### src/rtl/hz_pkg.sv
package hz_pkg;
    localparam int RIDX_W = 5;

    typedef enum logic [2:0] {
        CLS_NOP    = 3'd0,
        CLS_RTYPE  = 3'd1,
        CLS_IALU   = 3'd2,
        CLS_LOAD   = 3'd3,
        CLS_STORE  = 3'd4,
        CLS_BRANCH = 3'd5,
        CLS_JUMP   = 3'd6,
        CLS_LUI    = 3'd7
    } cls_e;

    typedef struct packed {
        logic              valid;
        logic              wen;
        logic [RIDX_W-1:0] idx;
    } dst_t;

    localparam dst_t DST_BUBBLE = '{valid: 1'b0, wen: 1'b0, idx: '0};
endpackage

### src/rtl/hz_srcdec.sv
module hz_srcdec
    import hz_pkg::*;
(
    input  cls_e              cls,
    input  logic [RIDX_W-1:0] rt,
    input  logic [RIDX_W-1:0] rd,
    output logic              use_rs,
    output logic              use_rt,
    output logic              wr_en,
    output logic [RIDX_W-1:0] wr_idx
);
    logic              has_dst;
    logic [RIDX_W-1:0] sel_idx;

    always_comb begin
        use_rs  = 1'b0;
        use_rt  = 1'b0;
        has_dst = 1'b0;
        sel_idx = '0;
        unique case (cls)
            CLS_RTYPE: begin
                use_rs  = 1'b1;
                use_rt  = 1'b1;
                has_dst = 1'b1;
                sel_idx = rd;
            end
            CLS_IALU, CLS_LOAD: begin
                use_rs  = 1'b1;
                has_dst = 1'b1;
                sel_idx = rt;
            end
            CLS_STORE, CLS_BRANCH: begin
                use_rs  = 1'b1;
                use_rt  = 1'b1;
            end
            CLS_LUI: begin
                has_dst = 1'b1;
                sel_idx = rt;
            end
            default: begin
            end
        endcase
        // Register 0 is never a real destination
        wr_en  = has_dst && (sel_idx != '0);
        wr_idx = wr_en ? sel_idx : '0;
    end

    // a class that reads nothing must not raise a use flag
    always_comb begin
        if (cls == CLS_JUMP || cls == CLS_LUI || cls == CLS_NOP)
            a_r10_no_reads: assert (!use_rs && !use_rt);
    end
endmodule

### src/rtl/hz_match.sv
module hz_match
    import hz_pkg::*;
#(
    parameter int NUM_PEND = 2
) (
    input  logic                     use_rs,
    input  logic                     use_rt,
    input  logic [RIDX_W-1:0]        rs,
    input  logic [RIDX_W-1:0]        rt,
    input  dst_t [NUM_PEND-1:0]      pend,
    output logic                     hit
);
    logic [NUM_PEND-1:0] hit_v;
    logic                rs_live;
    logic                rt_live;

    assign rs_live = use_rs && (rs != '0);
    assign rt_live = use_rt && (rt != '0);

    for (genvar i = 0; i < NUM_PEND; i++) begin : g_cmp
        logic pend_live;
        assign pend_live = pend[i].valid && pend[i].wen;
        assign hit_v[i]  = pend_live &&
                           ((rs_live && (rs == pend[i].idx)) ||
                            (rt_live && (rt == pend[i].idx)));
    end

    assign hit = |hit_v;

    // a hit always names a nonzero register
    always_comb begin
        if (hit)
            a_r8_hit_nonzero: assert (rs_live || rt_live);
    end
endmodule

### src/rtl/hz_dstpipe.sv
module hz_dstpipe
    import hz_pkg::*;
#(
    parameter int DEPTH = 3
) (
    input  logic              clk,
    input  logic              rst_n,
    input  dst_t              ins,
    output dst_t [DEPTH-1:0]  stg
);
    typedef struct packed {
        dst_t [DEPTH-1:0] st;
    } pipe_s;

    pipe_s pipe_d, pipe_q;

    always_comb begin
        pipe_d       = pipe_q;
        pipe_d.st[0] = ins;
        for (int k = 1; k < DEPTH; k++) begin
            pipe_d.st[k] = pipe_q.st[k-1];
        end
    end

    always_ff @(posedge clk) begin
        if (!rst_n) pipe_q <= '0;
        else        pipe_q <= pipe_d;
    end

    assign stg = pipe_q.st;

    for (genvar k = 0; k < DEPTH; k++) begin : g_chk
        // no stage ever holds a write to register 0
        a_r8_no_zero_pending: assert property (@(posedge clk) disable iff (!rst_n)
            stg[k].wen |-> (stg[k].idx != '0 && stg[k].valid));
    end

    for (genvar k = 1; k < DEPTH; k++) begin : g_adv
        // a write moves one stage per cycle toward write-back
        a_r5_advance: assert property (@(posedge clk) disable iff (!rst_n)
            stg[k-1].wen |=> (stg[k].wen && stg[k].idx == $past(stg[k-1].idx)));
    end
endmodule

### src/rtl/hz_stall_unit.sv
module hz_stall_unit
    import hz_pkg::*;
#(
    parameter int PIPE_DEPTH = 3
) (
    input  logic       clk,
    input  logic       rst_n,
    input  logic       id_valid,
    input  logic [2:0] id_cls,
    input  logic [4:0] id_rs,
    input  logic [4:0] id_rt,
    input  logic [4:0] id_rd,
    output logic       pc_we,
    output logic       ifid_we,
    output logic       ex_valid,
    output logic       ex_wen,
    output logic [4:0] ex_dst,
    output logic       me_valid,
    output logic       me_wen,
    output logic [4:0] me_dst,
    output logic       wb_valid,
    output logic       wb_wen,
    output logic [4:0] wb_dst
);
    // Stages ahead of write-back still hold unwritten results
    localparam int NUM_PEND = PIPE_DEPTH - 1;

    cls_e              cls;
    logic              use_rs, use_rt;
    logic              wr_en;
    logic [RIDX_W-1:0] wr_idx;
    logic              hit;
    logic              stall;
    dst_t              ins;
    dst_t [PIPE_DEPTH-1:0] stg;

    assign cls = cls_e'(id_cls);

    hz_srcdec u_dec (
        .cls    (cls),
        .rt     (id_rt),
        .rd     (id_rd),
        .use_rs (use_rs),
        .use_rt (use_rt),
        .wr_en  (wr_en),
        .wr_idx (wr_idx)
    );

    hz_match #(.NUM_PEND(NUM_PEND)) u_match (
        .use_rs (use_rs),
        .use_rt (use_rt),
        .rs     (id_rs),
        .rt     (id_rt),
        .pend   (stg[NUM_PEND-1:0]),
        .hit    (hit)
    );

    always_comb begin
        stall = id_valid && hit;
        if (stall) begin
            ins = DST_BUBBLE;
        end else begin
            ins.valid = id_valid;
            ins.wen   = id_valid && wr_en;
            ins.idx   = (id_valid && wr_en) ? wr_idx : '0;
        end
    end

    hz_dstpipe #(.DEPTH(PIPE_DEPTH)) u_pipe (
        .clk   (clk),
        .rst_n (rst_n),
        .ins   (ins),
        .stg   (stg)
    );

    assign pc_we    = !stall;
    assign ifid_we  = !stall;
    assign ex_valid = stg[0].valid;
    assign ex_wen   = stg[0].wen;
    assign ex_dst   = stg[0].idx;
    assign me_valid = stg[1].valid;
    assign me_wen   = stg[1].wen;
    assign me_dst   = stg[1].idx;
    assign wb_valid = stg[PIPE_DEPTH-1].valid;
    assign wb_wen   = stg[PIPE_DEPTH-1].wen;
    assign wb_dst   = stg[PIPE_DEPTH-1].idx;

    // a held decode stage is followed by a bubble in execute
    a_r9_bubble: assert property (@(posedge clk) disable iff (!rst_n)
        !ifid_we |=> (!ex_valid && !ex_wen));

    // a stall needs an instruction in decode
    a_r3_stall_needs_insn: assert property (@(posedge clk) disable iff (!rst_n)
        !ifid_we |-> id_valid);

    // nothing in execute or memory means no stall
    a_r5_empty_front_free: assert property (@(posedge clk) disable iff (!rst_n)
        (!ex_wen && !me_wen) |-> ifid_we);
endmodule

### config.mk
export PLATFORM = sky130hd
export DESIGN_NAME = hz_stall_unit
export DESIGN_NICKNAME = d
export VERILOG_FILES = /design/src/rtl/hz_pkg.sv /design/src/rtl/hz_srcdec.sv /design/src/rtl/hz_match.sv /design/src/rtl/hz_dstpipe.sv /design/src/rtl/hz_stall_unit.sv
export SDC_FILE = /design/constraint.sdc
export NUM_CORES = 1
export LEC_CHECK = 0
export ABC_CLOCK_PERIOD_IN_PS = 3000
export BUFFER_PORTS_ARGS = -buffer_cell sky130_fd_sc_hd__buf_2
export CORE_UTILIZATION = 48
export DETAILED_ROUTE_END_ITERATION = 8
export PLACE_DENSITY = 0.82
export SLEW_MARGIN = 20
export SYNTH_ARGS = -nofsm -noshare
export SYNTH_HDL_FRONTEND = slang
export SYNTH_SLANG_ARGS = --single-unit
### constraint.sdc
create_clock -name clk -period 3 [get_ports clk]
set_input_delay 0.45 -clock clk [delete_from_list [all_inputs] [get_ports clk]]
set_output_delay 0.45 -clock clk [all_outputs]
set_load 0.05 [all_outputs]
# == Yosys cells after proc, flatten, opt, wreduce, memory -nomap -nowiden ==
# Index checks and enable logic that the tools add are counted.
# W data, S select, Z words.
# op_classes
n_bitwise,3
n_eq_ne,10
muxes,4
n_reduce_logical,26
# ops
op,count
$eq A5 B5 Y1,4
$reduce_bool A5 Y1,3
$logic_and A1 B1 Y1,13
$pmux W5 S2,1
$eq A3 B3 Y1 const B,3
$reduce_or A4 Y1,2
$eq A3 B2 Y1 const B,2
$reduce_or A3 Y1,2
$reduce_or A5 Y1,1
$reduce_or A2 Y1,2
$eq A3 B1 Y1 const B,1
$mux W1,3
$not A1 Y1,3
$logic_or A1 B1 Y1,2
$logic_not A1 Y1,1
# totals
output_inout_bits,23
reg_bits,21
wordCells,52

# == Depth between registers and ports, before layout ==
# logic_depth
ltp_word,10
depth_mapped,6
depth_no_buf,5

# == Cells and area by module ==
# A second synthesis with hierarchy kept.
# unflattened
hier_cells,120
area_unflattened_um2,1174.9
# modules_own_cells
mod,cells_per_inst,n_inst,area_each_um2
hz_dstpipe,44,1,593.1
hz_match,37,1,269.0
hz_srcdec,30,1,236.5
hz_stall_unit,9,1,76.3

# == Worst setup path before layout ==
# No wires, ideal clock.
# synth_timing
kind,register -> output
startpoint,register u_pipe.pipe_q (netlist bit u_pipe.stg[4])
endpoint,output pc_we
t_arrival_ps,2298
t_required_ps,2550
path_buffers,1
path_slack_ps,252
path_stages_with_launch,7
path_cell_list,dfxtp_1 > xor2_1 > nor4_2 > a22oi_1 > o32ai_4 > nand2_1 > buf_4
# synth_between
elab_chain_len,7
elab_cells_between_ends,9
classes_between,2 x eq/ne; 7 x reduce/logical
# synth_rtl
element,line,rtl
from (decl),hz_dstpipe.sv:15,"pipe_s pipe_d, pipe_q;"
from (signal assigned),hz_dstpipe.sv:27,else pipe_q <= pipe_d;
"$eq A5 B5 Y1, on equally long branches","hz_match.sv:24, hz_match.sv:25",
"$logic_and A1 B1 Y1, on equally long branches","hz_match.sv:24, hz_match.sv:25",
$logic_or A1 B1 Y1 (*),hz_match.sv:24,((rs_live && (rs == pend[i].idx)) ||
$logic_and A1 B1 Y1 (*),hz_match.sv:23,assign hit_v[i] = pend_live &&
$reduce_or A2 Y1 (*),hz_match.sv:28,assign hit = |hit_v;
$logic_and A1 B1 Y1 (*),hz_stall_unit.sv:59,stall = id_valid && hit;
$logic_not A1 Y1 (*),n/a,
to (decl),hz_stall_unit.sv:13,"output logic pc_we,"
# Every way passes the cells marked *; elsewhere a longest branch is shown, timed or not.

# == Worst setup path in the final report ==
# layout_timing
startpoint,register u_pipe.pipe_q (netlist bit u_pipe.stg[4])
endpoint,output ifid_we
# layout_between
elab_chain_len,7
elab_cells_between_ends,9
classes_between,2 x eq/ne; 7 x reduce/logical
# layout_rtl
element,line,rtl
"$eq A5 B5 Y1, on equally long branches","hz_match.sv:24, hz_match.sv:25",
"$logic_and A1 B1 Y1, on equally long branches","hz_match.sv:24, hz_match.sv:25",
$logic_or A1 B1 Y1 (*),hz_match.sv:24,
$logic_and A1 B1 Y1 (*),hz_match.sv:23,
$reduce_or A2 Y1 (*),hz_match.sv:28,
$logic_and A1 B1 Y1 (*),hz_stall_unit.sv:59,
$logic_not A1 Y1 (*),hz_stall_unit.sv:77,assign ifid_we = !stall;
to (decl),hz_stall_unit.sv:14,"output logic ifid_we,"
# Marked as above.

==> impl_results.md <==
- Outcome: finished clean
- Setup violators final: 0
- Max Root-Sink Buffers: 2
- Layout cells sized above 1: 36.8%
- Total grt overflow: 0
- CTS tree: yes
- Area after DPL: 1200 um^2
- Global-route wire length before repair: 3.31 mm
- Max FFs per register: 21
- Worst vdd ir: 0.266 mV
- WS Path Type: flop to primary output
- CP Launch Type: flop
- Mapped Cells: 99
- Placement Rows: 15
- Pin count of the biggest net entering global routing: 16
- # fillers: 165
- Worst slew margin: 61.8%
- CP required: 2.55 ns
- RR Startpoint: u_pipe.stg[4]
- Total length of routed wires: 2.12 mm
- Hold violation count in the final report: 0
- Final GP Congestion: 0.888
- Maxcap violations: 0
- Fmax: 0.406 GHz
- Area grow syn2layout: 27.2%
- # H-tree levels: 1
- Min-Delay Path Class: input pin to flop
- Initial antenna violation count: 0
- Die Footprint: 2200 um^2
- Final nets: 166
- Slowest cell on crit path: dfxtp_1
- Yosys cell types: 21
- Hold_buf cts: 0
- Setup Buffers After CTS: 0
- Wire per inst: 12.5 um
- Post-route cell area: 1230 um^2
- Post-synth ARST share: 0%
- Die boundary height: 46.9 um
- Starting Density: 53.7%
- Worst-Skew Late Latency: 0.30 ns
- DR DRC count: 0
- CTS buffer count: 3
- Core area: 1800 um^2
- Worst Skew: 0.00635 ns
- Synthesized Nets: 120
- Unrepaired setup endpoints after global routing: no
- Dpl ws: 0.628 ns
- Synth area leaders: dfxtp_1 43%, xor2_1 18%, and2_1 9.1%
- Chip Width: 46.9 um
- IO Pins: 44
- Average cell area after synthesis: 9.77 um^2
- Number of flops mapped to enable cells by yosys: 0
- Antenna viol nets, final: 0
- Worst Max-Slew Pin Slew: 0.569 ns
- Worst EP arrival: 2.01 ns
- Crit-path cells: xor2_1, nor4_2, a22oi_1, o32ai_4, nand2_1, buf_2
- Setup TNS: 0 ns
- GRT Total Usage: 21.7%
- Critical Path End Type: primary output
- Buffers and inverters on the worst path: 1
- Detailed Place HPWL: 1.74 mm
- Yosys top cell area share: 43.5%
- Seq/Total Area, Yosys: 43.5%
- Leak pwr: 0.601 nW
- Diodes inserted: 0
- Post-Syn Area: 967 um^2
- Root buf cell: clkbuf_4
- Min Tclk post-route: 2.46 ns
- Clock transition at path regs: 0.11 ns
- Sink Count: 21
- Max incr delay on CP: 0.44 ns
- Vias per cell: 5.18
- DRT iter0 DRCs: 10
- Final Max Tran Viols: 0
- Cell family with most CP delay: compound AO/OA/AOI/OAI gates
- Cell taking the most area after synthesis: dfxtp_1
- Period utilization: 82.1%
- Crit-path max FO: 8
- Synth Warn #: 0
- Crit. Startpoint: u_pipe.stg[4]
- Final WS setup: 0.537 ns
- Vias in the first global route: 776
- Port Buffer Count: 43
- First drt pass iteration count: 4
- FF+latch count, synth: 21
- Power per standard cell area: 410 nW/um^2
- Min-delay src: id_valid
- DR vias: 875
- Most used DFF post-synth: dfxtp_1
- Post-CTS resize count: 0
[cell usage after synthesis (2+ instances only)]
cell	instances
o21ai_0	3
dfxtp_1	21
nand2_1	4
nor3_1	6
o21bai_1	2
nor4_2	2
nor4_1	2
nor2_1	6
and2_1	14
or4_1	3
a22oi_1	7
xor2_1	20
[where the power goes]
group          switching (mW)  internal [mW]
clock                  0.0829         0.0498
sequential            0.00440          0.284
combinational          0.0535         0.0293
[worst paths after layout]
kind / to / slack [ns] / depth (start not counted)
worst min register to register: u_pipe.stg[19] / 0.49 / 1
worst min-delay path: u_pipe.stg[6] / 0.39 / 3
worst max register to register: u_pipe.stg[2] / 1.38 / 5
worst max-delay path: ifid_we / 0.54 / 6
[cells by family (layout without fill, tap and decap cells)]
| kind of cell | Yosys count | after routing | share of synthesized area [%] |
|---|---|---|---|
| AOI/OAI and AO/OA | 16 | 16 | 13.6 |
| xor gates and xnor gates | 20 | 20 | 18.1 |
| buffers and inverters | 4 | 49 | 1.94 |
| DFF | 21 | 21 | 43.5 |
| and+or+nand+nor | 38 | 38 | 22.9 |
[through the flow]
| step | util, % | total power [mW] | hold slack [ns] | cells |
|---|---|---|---|---|
| 3_3_place_gp | 66.7 | 0.374 | 0.458 | 165 |
| 3_5_place_dp | 66.7 | 0.377 | 0.462 | 165 |
| 4_1_cts | 68.3 | 0.509 | 0.376 | 169 |
| 2_1_floorplan | - | 0.343 | 0.577 | 99 |
| 5_1_grt | 68.3 | 0.524 | 0.390 | 169 |
| 6_report | 68.3 | 0.504 | 0.390 | 169 |
[final cells by class]
type	instances	area, um^2	area share, %
Multi-Input combinational cell	74	528	42.9
Clock inverter	1	5.00	0.407
Tap cell	25	31.3	2.54
Sequential cell	21	420	34.2
Inverter	2	7.51	0.610
Timing Repair Buffer	43	215	17.5
Clock buffer	3	22.5	1.83
[routing by layer]
metal,share of wire [%],track usage [%]
met2,50,36.1
met1,43,27.5
met5,0,0
met4,2.5,12.0
met3,4.7,2.31
[worst reg2reg max path, cell delays in order, from the launching register on]
cell,delay [ns]
dfxtp_1,0.44
xor2_1,0.12
nor4_2,0.27
a22oi_1,0.15
o32ai_4,0.40
nor3_1,0.13
[cell usage in the layout, fill, tap and decap left out, types with 2 or more instances in the layout]
| cell type | n |
|---|---|
| a22oi_1 | 7 |
| and2_1 | 14 |
| buf_2 | 43 |
| clkbuf_4 | 3 |
| dfxtp_1 | 21 |
| nand2_1 | 4 |
| nor2_1 | 6 |
| nor3_1 | 6 |
| nor4_1 | 2 |
| nor4_2 | 2 |
| o21ai_0 | 3 |
| o21bai_1 | 2 |
| or4_1 | 3 |
| xor2_1 | 20 |
Power figures use the tool's default switching activity.
